<file path="src/rtl/sfu_pkg.sv">
package sfu_pkg;
  localparam int ADDR_W = 3;

  typedef enum logic [ADDR_W-1:0] {
    REG_STAT = 3'd0,
    REG_IEN  = 3'd1,
    REG_THR  = 3'd2,
    REG_CNT  = 3'd3,
    REG_TXD  = 3'd4,
    REG_RXD  = 3'd5
  } regSel_e;

  // Strobes from control to datapath
  typedef struct packed {
    logic txPush;
    logic rxPop;
    logic engTxPop;
    logic engRxPush;
  } fifoStrobe_t;

  localparam int ST_PEND = 0;
  localparam int ST_DONE = 1;
  localparam int ST_TXTH = 2;
  localparam int ST_RXTH = 3;
  localparam int ST_TXUF = 4;
  localparam int ST_RXOF = 5;
  localparam int IEN_W   = 5;
endpackage

</file>
<file path="src/rtl/sfu_word_fifo.sv">
module sfu_word_fifo #(
  parameter int DW    = 32,
  parameter int DEPTH = 8,
  localparam int PTR_W = (DEPTH > 1) ? $clog2(DEPTH) : 1,
  localparam int CNT_W = $clog2(DEPTH + 1)
) (
  input  logic             clk,
  input  logic             rstN,
  input  logic             pushEn,
  input  logic [DW-1:0]    pushData,
  input  logic             popEn,
  output logic [DW-1:0]    headData,
  output logic [CNT_W-1:0] count
);
  localparam logic [CNT_W-1:0] FULL_CNT = CNT_W'(DEPTH);
  localparam logic [PTR_W-1:0] LAST_PTR = PTR_W'(DEPTH - 1);

  logic [DW-1:0]    mem [DEPTH];
  logic [PTR_W-1:0] wrPtr, rdPtr;
  logic             isFull, isEmpty, pushOk, popOk;

  assign isFull  = (count == FULL_CNT);
  assign isEmpty = (count == '0);
  assign pushOk  = pushEn && !isFull;
  assign popOk   = popEn && !isEmpty;
  assign headData = mem[rdPtr];

  always_ff @(posedge clk) begin
    if (pushOk) mem[wrPtr] <= pushData;
  end

  always_ff @(posedge clk) begin
    if (!rstN) begin
      wrPtr <= '0;
      rdPtr <= '0;
      count <= '0;
    end else begin
      if (pushOk) wrPtr <= (wrPtr == LAST_PTR) ? '0 : wrPtr + 1'b1;
      if (popOk)  rdPtr <= (rdPtr == LAST_PTR) ? '0 : rdPtr + 1'b1;
      case ({pushOk, popOk})
        2'b10:   count <= count + 1'b1;
        2'b01:   count <= count - 1'b1;
        default: count <= count;
      endcase
    end
  end


  fifo_bound_chk: assert property (@(posedge clk) disable iff (!rstN)
    count <= FULL_CNT);


  full_push_chk: assert property (@(posedge clk) disable iff (!rstN)
    (pushEn && isFull && !popEn) |=> $stable(count));


  empty_pop_chk: assert property (@(posedge clk) disable iff (!rstN)
    (popEn && isEmpty && !pushEn) |=> (count == '0));
endmodule

</file>
<file path="src/rtl/sfu_datapath.sv">
module sfu_datapath
  import sfu_pkg::*;
#(
  parameter int DW    = 32,
  parameter int DEPTH = 8,
  localparam int CNT_W = $clog2(DEPTH + 1)
) (
  input  logic             clk,
  input  logic             rstN,
  input  fifoStrobe_t      strb,
  input  logic [DW-1:0]    txWrData,
  input  logic [DW-1:0]    rxInData,
  output logic [DW-1:0]    engTxData,
  output logic [DW-1:0]    rxHead,
  output logic [CNT_W-1:0] txCount,
  output logic [CNT_W-1:0] rxCount,
  output logic             txEmpty,
  output logic             rxFull
);
  logic [DW-1:0] txHead;
  logic [DW-1:0] rxHeadRaw;

  sfu_word_fifo #(.DW(DW), .DEPTH(DEPTH)) i_txFifo (
    .clk      (clk),
    .rstN     (rstN),
    .pushEn   (strb.txPush),
    .pushData (txWrData),
    .popEn    (strb.engTxPop),
    .headData (txHead),
    .count    (txCount)
  );

  sfu_word_fifo #(.DW(DW), .DEPTH(DEPTH)) i_rxFifo (
    .clk      (clk),
    .rstN     (rstN),
    .pushEn   (strb.engRxPush),
    .pushData (rxInData),
    .popEn    (strb.rxPop),
    .headData (rxHeadRaw),
    .count    (rxCount)
  );

  assign txEmpty   = (txCount == '0);
  assign rxFull    = (rxCount == CNT_W'(DEPTH));
  assign engTxData = txEmpty ? '0 : txHead;
  assign rxHead    = (rxCount == '0) ? '0 : rxHeadRaw;
endmodule

</file>
<file path="src/rtl/sfu_control.sv">
module sfu_control
  import sfu_pkg::*;
#(
  parameter int DW    = 32,
  parameter int DEPTH = 8,
  localparam int CNT_W = $clog2(DEPTH + 1),
  localparam int WB_W  = 2 * CNT_W
) (
  input  logic              clk,
  input  logic              rstN,
  input  logic [ADDR_W-1:0] regAddr,
  input  logic              regWrEn,
  input  logic [WB_W-1:0]   wrByte,
  input  logic              regRdEn,
  output logic [DW-1:0]     regRdData,
  input  logic              engTxPop,
  input  logic              engRxPush,
  input  logic              engBusy,
  input  logic              engDone,
  input  logic [DW-1:0]     rxHead,
  input  logic [CNT_W-1:0]  txCount,
  input  logic [CNT_W-1:0]  rxCount,
  input  logic              txEmpty,
  input  logic              rxFull,
  output fifoStrobe_t       strb,
  output logic              irqOut
);
  logic [ST_RXOF:ST_DONE] stickyQ, stickyD, setVec, clrVec;
  logic [IEN_W-1:0]       intEnQ;
  logic [CNT_W-1:0]       txLevelQ, rxLevelQ;
  logic                   wrStat, wrIen, wrThr;

  assign wrStat = regWrEn && (regAddr == REG_STAT);
  assign wrIen  = regWrEn && (regAddr == REG_IEN);
  assign wrThr  = regWrEn && (regAddr == REG_THR);

  always_comb begin
    strb           = '0;
    strb.txPush    = regWrEn && (regAddr == REG_TXD);
    strb.rxPop     = regRdEn && (regAddr == REG_RXD);
    strb.engTxPop  = engTxPop;
    strb.engRxPush = engRxPush;
  end

  always_comb begin
    setVec          = '0;
    setVec[ST_DONE] = engDone;
    setVec[ST_TXTH] = (txCount <= txLevelQ);
    setVec[ST_RXTH] = (rxCount >= rxLevelQ);
    setVec[ST_TXUF] = engTxPop && txEmpty;
    setVec[ST_RXOF] = engRxPush && rxFull;
    clrVec  = wrStat ? wrByte[ST_RXOF:ST_DONE] : '0;
    stickyD = (stickyQ & ~clrVec) | setVec;
  end

  always_ff @(posedge clk) begin
    if (!rstN) begin
      stickyQ  <= '0;
      intEnQ   <= '0;
      txLevelQ <= '0;
      rxLevelQ <= CNT_W'(DEPTH);
    end else begin
      stickyQ <= stickyD;
      if (wrIen) intEnQ <= wrByte[IEN_W-1:0];
      if (wrThr) begin
        txLevelQ <= wrByte[CNT_W-1:0];
        rxLevelQ <= wrByte[WB_W-1:CNT_W];
      end
    end
  end

  always_comb begin
    regRdData = '0;
    case (regAddr)
      REG_STAT: begin
        regRdData[ST_PEND]         = engBusy;
        regRdData[ST_RXOF:ST_DONE] = stickyQ;
      end
      REG_IEN: regRdData[IEN_W-1:0] = intEnQ;
      REG_THR: begin
        regRdData[CNT_W-1:0]    = txLevelQ;
        regRdData[WB_W-1:CNT_W] = rxLevelQ;
      end
      REG_CNT: begin
        regRdData[CNT_W-1:0]    = rxCount;
        regRdData[WB_W-1:CNT_W] = txCount;
      end
      REG_RXD: regRdData = rxHead;
      default: regRdData = '0;
    endcase
  end

  assign irqOut = |(stickyQ & intEnQ);


  done_set_chk: assert property (@(posedge clk) disable iff (!rstN)
    engDone |=> stickyQ[ST_DONE]);


  w1c_clear_chk: assert property (@(posedge clk) disable iff (!rstN)
    (wrStat && wrByte[ST_DONE] && !engDone) |=> !stickyQ[ST_DONE]);


  overflow_chk: assert property (@(posedge clk) disable iff (!rstN)
    (engRxPush && rxFull) |=> stickyQ[ST_RXOF]);


  underflow_chk: assert property (@(posedge clk) disable iff (!rstN)
    (engTxPop && txEmpty) |=> stickyQ[ST_TXUF]);


  irq_mask_chk: assert property (@(posedge clk) disable iff (!rstN)
    (intEnQ == '0) |-> !irqOut);
endmodule

</file>
<file path="src/rtl/spi_fifo_irq_unit.sv">
module spi_fifo_irq_unit
  import sfu_pkg::*;
#(
  parameter int DW    = 32,
  parameter int DEPTH = 8,
  localparam int CNT_W = $clog2(DEPTH + 1)
) (
  input  logic              clk,
  input  logic              rstN,
  input  logic [ADDR_W-1:0] regAddr,
  input  logic              regWrEn,
  input  logic [DW-1:0]     regWrData,
  input  logic              regRdEn,
  output logic [DW-1:0]     regRdData,
  input  logic              engTxPop,
  output logic [DW-1:0]     engTxData,
  input  logic              engRxPush,
  input  logic [DW-1:0]     engRxData,
  input  logic              engBusy,
  input  logic              engDone,
  output logic              irqOut
);
  fifoStrobe_t      strb;
  logic [DW-1:0]    rxHead;
  logic [CNT_W-1:0] txCount, rxCount;
  logic             txEmpty, rxFull;

  sfu_control #(.DW(DW), .DEPTH(DEPTH)) i_control (
    .clk       (clk),
    .rstN      (rstN),
    .regAddr   (regAddr),
    .regWrEn   (regWrEn),
    .wrByte    (regWrData[2*CNT_W-1:0]),
    .regRdEn   (regRdEn),
    .regRdData (regRdData),
    .engTxPop  (engTxPop),
    .engRxPush (engRxPush),
    .engBusy   (engBusy),
    .engDone   (engDone),
    .rxHead    (rxHead),
    .txCount   (txCount),
    .rxCount   (rxCount),
    .txEmpty   (txEmpty),
    .rxFull    (rxFull),
    .strb      (strb),
    .irqOut    (irqOut)
  );

  sfu_datapath #(.DW(DW), .DEPTH(DEPTH)) i_datapath (
    .clk       (clk),
    .rstN      (rstN),
    .strb      (strb),
    .txWrData  (regWrData),
    .rxInData  (engRxData),
    .engTxData (engTxData),
    .rxHead    (rxHead),
    .txCount   (txCount),
    .rxCount   (rxCount),
    .txEmpty   (txEmpty),
    .rxFull    (rxFull)
  );
endmodule

</file>
<file path="config.mk">
export PLATFORM = sky130hd
export DESIGN_NAME = spi_fifo_irq_unit
export DESIGN_NICKNAME = d
export VERILOG_FILES = /design/src/rtl/sfu_pkg.sv /design/src/rtl/sfu_word_fifo.sv /design/src/rtl/sfu_datapath.sv /design/src/rtl/sfu_control.sv /design/src/rtl/spi_fifo_irq_unit.sv
export SDC_FILE = /design/constraint.sdc
export NUM_CORES = 1
export LEC_CHECK = 0
export ABC_AREA = 1
export BUFFER_PORTS_ARGS = -buffer_cell sky130_fd_sc_hd__buf_4
export CORE_AREA = 2 2 205 207
export DETAILED_ROUTE_END_ITERATION = 12
export DIE_AREA = 0 0 207 209
export PLACE_DENSITY = 0.76
export SYNTH_ARGS = -nofsm -noshare
export SYNTH_HDL_FRONTEND = slang
export SYNTH_SLANG_ARGS = --single-unit
</file>
<file path="constraint.sdc">
create_clock -name clk -period 4.9 [get_ports clk]
set_input_delay 1.47 -clock clk [delete_from_list [all_inputs] [get_ports clk]]
set_output_delay 1.47 -clock clk [all_outputs]
set_load 0.05 [all_outputs]
</file>
# Word level (Yosys, flattened, before mapping)
# Memory sizes are Yosys's and may differ from the RTL's. A register that Yosys moved wholly into a read port is not among the register bits.
# Index checks and enable logic that the tools add are counted.
[word_totals] ramBits=512 output_inout_bits=65 mem_count=2 latch_bits=0 mem_bits_ro=0 regBits=38
[classes] muxes=21 reduce_logical=21 n_lt_le_gt_ge=2 add_sub_neg=8 n_shift=0 n_mul=0 n_bitwise=4 div_mod_pow=0 eq_ne=15
[mem_list] name="i_datapath.i_rxFifo.mem" words=8 width=32 rd=1 rd_clocked_by_memory_dff=1 write_ports=1 line="sfu_word_fifo.sv:18" text="logic [DW-1:0] mem [DEPTH];"
[mem_list] name="i_datapath.i_txFifo.mem" words=8 width=32 rd=1 rd_clocked_by_memory_dff=1 write_ports=1 line="sfu_word_fifo.sv:18"
[ops] cell="$mux 32" count=2
[ops] cell="$pmux 5 s5" count=1
[ops] cell="$mux 24" count=1
[ops] cell="$mux 3" count=8
[ops] cell="$eq 3x3->1 const B" count=6
[ops] cell="$pmux 4 s2" count=2
[ops] cell="$add 3x1->3 const B" count=4
[ops] cell="$logic_and 1x1->1" count=11
[ops] cell="$and 5x5->5" count=2
[ops] cell="$add 4x1->4 const B" count=2
[ops] cell="$eq 4x4->1 const B" count=2
[ops] cell="$logic_not 4->1" count=2
[ops] cell="$sub 4x1->4 const B" count=2
[ops] cell="$eq 3x2->1 const B" count=2
[ops] cell="$pmux 2 s3" count=1
[ops] cell="$mux 5" count=1
[ops] cell="$not 5->5" count=1
[ops] cell="$or 5x5->5" count=1
[ops] cell="$reduce_or 5->1" count=1
[ops] cell="$eq 2x1->1 const B" count=2
[ops] cell="$eq 2x2->1 const B" count=2
[ops] cell="$ge 4x4->1" count=1
[ops] cell="$le 4x4->1" count=1
[ops] cell="$logic_not 1->1" count=4
[ops] cell="5 further kinds" count=9

# Logic depth before layout (Yosys ltp)
# Gate-level depths: netlist of the first run.
[logic_depth] depth_word=6 ltp_mapped=14 ltp_nobuf=14

# Modules after synthesis
# From an unflattened synthesis of the first run, not the netlist that was laid out.
[unflattened] hier_cells=2023 hier_area_um2=23426.2
[modules_own_cells] module="sfu_word_fifo" cells_per_inst=812 n_inst=2 area_each_um2=10635.2 seq_area_each_um2=7947.6
[modules_own_cells] module="sfu_control" cells_per_inst=252 n_inst=1 area_each_um2=1425.1 seq_area_each_um2=360.3
[modules_own_cells] module="sfu_datapath" cells_per_inst=147 n_inst=1 area_each_um2=730.7 seq_area_each_um2=0.0

# Worst setup path before layout of the first run
# OpenSTA, ideal clock, no wires.
[synth_path] path_kind="input-to-reg" startpoint="input port regAddr[0]" endpoint="memory i_datapath.i_txFifo.mem[7][0], enable pin" setup_time_ns=0.461 slack_ns=0.151 path_stages=7 arrival_ns=4.287 path_cell_list="inv_1 nand2_1 nor3_1 nand2_1 inv_1 nand2_1 nor3_1"
[synth_between] elab_chain_len=5
[synth_lines] item="start: declaration" line="spi_fifo_irq_unit.sv:10" text="input logic [ADDR_W-1:0] regAddr,"
[synth_lines] item="$eq 3x3->1" line="sfu_control.sv:39" text="strb.txPush = regWrEn && (regAddr == REG_TXD);"
[synth_lines] item="$logic_and 1x1->1" line="sfu_control.sv:39"
[synth_lines] item="$logic_and 1x1->1" line="sfu_word_fifo.sv:24" text="assign pushOk = pushEn && !isFull;"
[synth_lines] item="$mux 1" line="sfu_word_fifo.sv:29" text="if (pushOk) mem[wrPtr] <= pushData;"
[synth_lines] item="$mux 1 (not written as such)" line="sfu_word_fifo.sv:29"
[synth_lines] item="end: declaration" line="sfu_word_fifo.sv:18"
# Every way passes these cells.

# Final worst setup path of the first run
[layout_path] startpoint="input port regAddr[0]" endpoint="output port regRdData[12]"
[layout_between] elab_chain_len=2
[layout_lines] item="$eq 3x3->1" line="sfu_control.sv:74" text="case (regAddr)"
[layout_lines] item="$mux 24" line="sfu_control.sv:74"
[layout_lines] item="end: declaration" line="spi_fifo_irq_unit.sv:14" text="output logic [DW-1:0] regRdData,"
# Every way passes these cells.

==> results of run 1 <==
[layout by cell type, fill, tap and decap left out, types with 40 or more instances in the layout]
master and instances:
inv_1 58, nor2_1 408, o22ai_1 81, edfxtp_1 512
dfxtp_1 40, o21ai_0 276, o21ai_1 72, nand2_1 58
buf_4 172, clkbuf_16 56
[flip-flops by register name, summed over array words and instances, names as in the netlist, named ones only]
signal	cells
i_control.txLevelQ	4
i_datapath.i_rxFifo.count	4
i_datapath.i_rxFifo.wrPtr	3
i_datapath.i_txFifo.mem	256
i_datapath.i_txFifo.count	4
i_datapath.i_txFifo.wrPtr	3
i_control.rxLevelQ	4
i_control.intEnQ	5
i_control.stickyQ	5
i_datapath.i_rxFifo.mem	256
i_datapath.i_rxFifo.rdPtr	3
i_datapath.i_txFifo.rdPtr	3
[area by class of cell]
cell class / instances / area share
clock buffers: 71 / 0.0572
well taps: 539 / 0.0263
clock inverters: 30 / 0.00888
repair buffers: 178 / 0.0550
multi-input cells: 1066 / 0.209
inverters: 62 / 0.00912
flip-flops and latches: 556 / 0.634
[power by group through the flow]
| stage | Combinational [mW] | Sequential [mW] | Clock [mW] |
|---|---|---|---|
| CTS | 2.92 | 5.40 | 4.00 |
| global placement | 2.85 | 5.50 | 0 |
| global route | 3.15 | 5.41 | 4.20 |
| floorplan | 2.05 | 5.45 | 0 |
| finish | 2.91 | 5.40 | 3.95 |
| detailed placement | 2.91 | 5.50 | 0 |
[cell usage after synthesis, types with 26 or more instances]
master      n
clkbuf_1   49
a21oi_1    33
inv_1      58
o21ai_1    72
dfxtp_1    44
nor2_1    420
o21ai_0   276
mux2i_1    32
nand3_1    26
edfxtp_1  512
nand2_1    58
o22ai_1    81
[through the flow]
stage	worst slack [ps]	area (sq um)	instances
after floorplan	151	22300	1787
after global placement	661	24000	2401
after detailed placement	553	24000	2401
after CTS	502	25700	2502
after global routing	352	25700	2502
final	504	25700	2502
[final timing paths]
kind,from,end,cells past startpoint
worst max-delay path,regAddr[0],regRdData[12],9
worst min-delay path,i_datapath.i_txFifo.rdPtr[1],flip-flop,2
worst max register to register,i_datapath.i_txFifo.count[1],i_datapath.i_txFifo.count[2],13
worst min register to register,i_datapath.i_txFifo.rdPtr[1],flip-flop,2
[kinds of logic after synthesis]
logic type	after synthesis	synth area share
flops	556	0.728
fa+ha+maj	22	0.0123
buf+inv	165	0.0365
simple gates	521	0.0906
mux	32	0.0143
compound gates	489	0.117
xor+xnor	2	0.000785
[worst reg2reg max path: cells and delay by family (launching register included)]
family | cells | cell delay [ps]
AND/OR/NAND/NOR | 5 | 1330
adder cells (fa/ha/maj) | 2 | 430
flip-flops | 1 | 370
buffers and inverters | 3 | 240
AO/OA/AOI/OAI | 2 | 210
XOR/XNOR | 1 | 150
[layer usage]
metal,vias to the layer above,part of all wire,track usage,wire (um)
met5,-,0.00025,0,13
met4,2,0.040,0.108,2060
met3,109,0.074,0.0463,3790
met2,556,0.50,0.404,25500
met1,7047,0.39,0.293,20100
li1,6762,-,-,-
==> impl_metrics.toml, run 1 <==
[status]
status = "completed"

[clock_network]
postCtsSetupRepairBufs = 0
postCtsHoldBufs = 0
h-tree-depth = 2
root_buffer = "clkbuf_16"
cts_tree = "yes"
cts_sinks = 556
cts_buffers = 55
insertion_delay_ps = 620
cts.reportedPaths.clkPinSlew_ps = 60
cts_buffer_depth = 3
cts_resized = 0

[drt]
vias = 14500
drc_errors = 0
avgViaCountPerCell = 5.79
drt_iter0_drc = 1140
dr.pass1.iters = 6
avgRoutedWirePerCell_um = 20.6
routed_wirelength_um = 51500
ant_nets = 0

[power]
total_power_mw = 12.3
pwr-share-comb = 0.237
p_seq_frac = 0.441
p_int_mw = 8.36
p_leak_nw = 8.96
p_clk_frac = 0.322
worst_ir_drop_vdd_mv = 0.343
p_sw_mw = 3.91
swShare = 0.319
p_per_area_nw_per_um2 = 478

[place]
globalplace.congestion = 0.873
dp_hpwl_um = 30000
placement.io_buffers = 139

[sta]
timing.final.crit_share = 0.897
final_max_slew_viol_count = 0
clock_skew_ps = 26.6
setup_tns_ps = 0
timing.hold.ws_ps = 493
setup_viol = 0
finalHoldViolations = 0
fmax_ghz = 0.227
max-slew-margin-rel = 0.409
worst_pin_slew_ps = 885
period_minus_slack_ps = 4400
rsz0062_at_grt = "no"

[logic_synthesis]
async_reset_ff_frac = 0
synthDistinctLibCells = 35
syn_avg_cell_area_sq_um = 12.5
netlist_instances = 1787
synth-seq-cells = 556
netlist_area_sq_um = 22300
yosysSeqAreaShare = 0.728
synth_top_cell_by_area = "edfxtp_1"
synth-edff-count = 512
ys_warn_count = 0
synth.top_cell.area_share = 0.688
syn-num-nets = 1884
synth_flop_cell = "edfxtp_1"
synthTopCellsByArea = "edfxtp_1 (69%), nor2_1 (7.1%), o21ai_0 (6.2%), dfxtp_1 (3.9%), o22ai_1 (2.3%)"

[setup_path]
cp_slowest_stage_delay_ps = 260
slowest_stage = "inv_1"
cp_max_fo = 25
worst-r2r-setup-slack_ps = 2070
path_cells = "buf_4, inv_1, nor3_1, nand2_1, inv_1, buf_12, o21ai_0, nor2_1, buf_4"
crit_type = "in2out"
cp-start-kind = "input pin"
cp-end-kind = "output pin"
cp_num_buf_inv = 5
cp_top_family = "buffers and inverters"
arrival_ps = 2930
cp_data_required_time_ps = 3430

[global_route]
grt_usage = 0.237
gr-total-overflow = 0
grt_pass1_wl_um = 79500
grt_max_degree = 129
antenna_found_initial = 1
grt_pass1_vias = 14300

[layout]
antennaDiodeCount = 0
multiInputGateArea_sq_um = 5370
final_layout_size_suffix_gt1_frac = 0.141
finalNetCount = 2016
finish.utilization = 0.621
seq_area_sq_um = 16300
fill_cells = 3068
area_delta_synth_final_pct = 14.9

[die]
start_util = 0.541
dieHeight_um = 209
placeableCoreArea_sq_um = 41300
fp.dieArea_sq_um = 43300
rows = 75
ios = 140
fp.dieW_um = 207

[run]
cap_viol_max_count = 0

[worst_hold_path]
hold_path.class = "reg2reg"
(Power assumes the default switching activity.)
==> run 2: changes to the inputs <==
Settings changed: SLEW_MARGIN set to 20.
Clock period 4.9 ns to 3.7 ns, I/O delays scaled along.
==> impl_metrics.toml, run 2 (synthesis results as in run 1) <==
[status]
status = "completed"

[sta]
max-slew-margin-rel = 0.571
final_max_slew_viol_count = 0
clock_skew_ps = 20.5
period_minus_slack_ps = 3520
setup_viol = 0
worst_pin_slew_ps = 641
rsz0062_at_grt = "no"
finalHoldViolations = 0
fmax_ghz = 0.284
timing.final.crit_share = 0.952

[drt]
drc_errors = 0
avgRoutedWirePerCell_um = 20.7
drt_iter0_drc = 1351
ant_nets = 0
routed_wirelength_um = 51800
vias = 14600
dr.pass1.iters = 6
avgViaCountPerCell = 5.81

[layout]
finalNetCount = 2020
area_delta_synth_final_pct = 15.7
largestRegisters = "i_datapath.i_rxFifo.mem (256), i_datapath.i_txFifo.mem (256)"
fin_cells = 2503
finish.utilization = 0.626
layout_common_cells = "edfxtp_1 (512), nor2_1 (408), o21ai_0 (276)"
final_layout_size_suffix_gt1_frac = 0.146
final_common_cell = "edfxtp_1"

[power]
p_per_area_nw_per_um2 = 633
p_leak_nw = 9.02
p_int_mw = 11.1
total_power_mw = 16.4
worst_ir_drop_vdd_mv = 0.397
p_sw_mw = 5.23
p_seq_frac = 0.438
swShare = 0.319
pwr-share-comb = 0.240
p_clk_frac = 0.322

[die]
fp.dieW_um = 207
fp.dieArea_sq_um = 43300
rows = 75
start_util = 0.541
ios = 140
placeableCoreArea_sq_um = 41300
dieHeight_um = 209

[global_route]
antenna_found_initial = 1
grt_max_degree = 81
grt_pass1_vias = 14400
gr-total-overflow = 0
grt_pass1_wl_um = 79300
grt_usage = 0.235

[setup_path]
r2r_cells = 14
crit_type = "reg2out"
cp_max_fo = 33
cp-start-kind = "flip-flop"
worst-r2r-setup-slack_ps = 1020
cp_data_required_time_ps = 2590
rr_endpoint = "i_datapath.i_txFifo.count[2]"
cp-end-kind = "output pin"
arrival_ps = 2410
r2r-start = "i_datapath.i_txFifo.count[2]"

[clock_network]
cts_buffers = 53
cts_sinks = 556
postCtsHoldBufs = 0
h-tree-depth = 2
cts_tree = "yes"
insertion_delay_ps = 620
cts_buffer_depth = 3
root_buffer = "clkbuf_16"
cts.reportedPaths.clkPinSlew_ps = 60

[worst_hold_path]
whs_path_depth = 2
hold_path.class = "reg2reg"
holdPathEnd = "i_control.txLevelQ[2]"
worstHoldStart = "i_control.txLevelQ[2]"

[place]
dp_hpwl_um = 28900
dp.cells = 2406
globalplace.congestion = 0.870
placement.io_buffers = 139

[run]
cap_viol_max_count = 0
-- run 2: worst max-delay path by stage --
stage                                       from                            end  slack [ps]  cells after the start
floorplan                             regAddr[0]  i_datapath.i_txFifo.mem[7][0]        -690                      7
global placement                      regAddr[0]                  regRdData[12]         260                      9
detailed placement                    regAddr[0]                  regRdData[11]         240                      9
CTS                                    flip-flop                   engTxData[1]          10                      6
global route                           flip-flop                  regRdData[25]          50                      6
finish              i_datapath.i_txFifo.count[2]                  engTxData[12]         180                      6
-- run 2: layout make-up --
class                      instances  area, sq um
clock inverter                    30          297
multi-input combinational       1066         5370
clock buffer                      65         1400
sequential                       556        16300
inverter                          62          238
fill                            2966        15400
tap                              539          674
timing repair buffer             184         1600
antenna                            1         2.50
-- run 2: power groups by stage --
stage,sequential (mW),clock (mW),combinational [mW]
after floorplan,7.22,0,2.72
after CTS,7.18,5.35,3.90
final,7.17,5.27,3.93
after global placement,7.30,0,3.78
after global routing,7.18,5.59,4.20
after detailed placement,7.31,0,3.88
-- run 2: critical path: stages, from the launching register on --
cell and delay (ps):
dfxtp_1 450, inv_1 170, nand3_1 120, buf_4 400, o21ai_0 210, nor2_1 210, buf_4 230
-- run 2: metrics by stage --
stage	instance area [sq um]	setup slack [ps]	hold slack [ps]	TNS, ps
after floorplan	22300	-689	450	-87410
after global placement	24100	262	477	0
after detailed placement	24100	238	485	0
after CTS	25800	13.5	500	0
after global routing	25800	52.4	523	0
final	25800	179	504	0
-- run 2: timing repair --
| item | CTS | global route |
|---|---|---|
| buffers inserted | 0 | 1 |
| setup endpoints to repair | 0 | 6 |
| resized for setup | 0 | 2 |
-- run 2: metal layers --
| layer | vias to the layer above | wire length (um) | track usage |
|---|---|---|---|
| met5 | - | 14 | 0 |
| met3 | 92 | 4120 | 0.0482 |
| met2 | 604 | 25900 | 0.404 |
| met4 | 2 | 1500 | 0.0889 |
| met1 | 7090 | 20300 | 0.297 |
| li1 | 6762 | - | - |
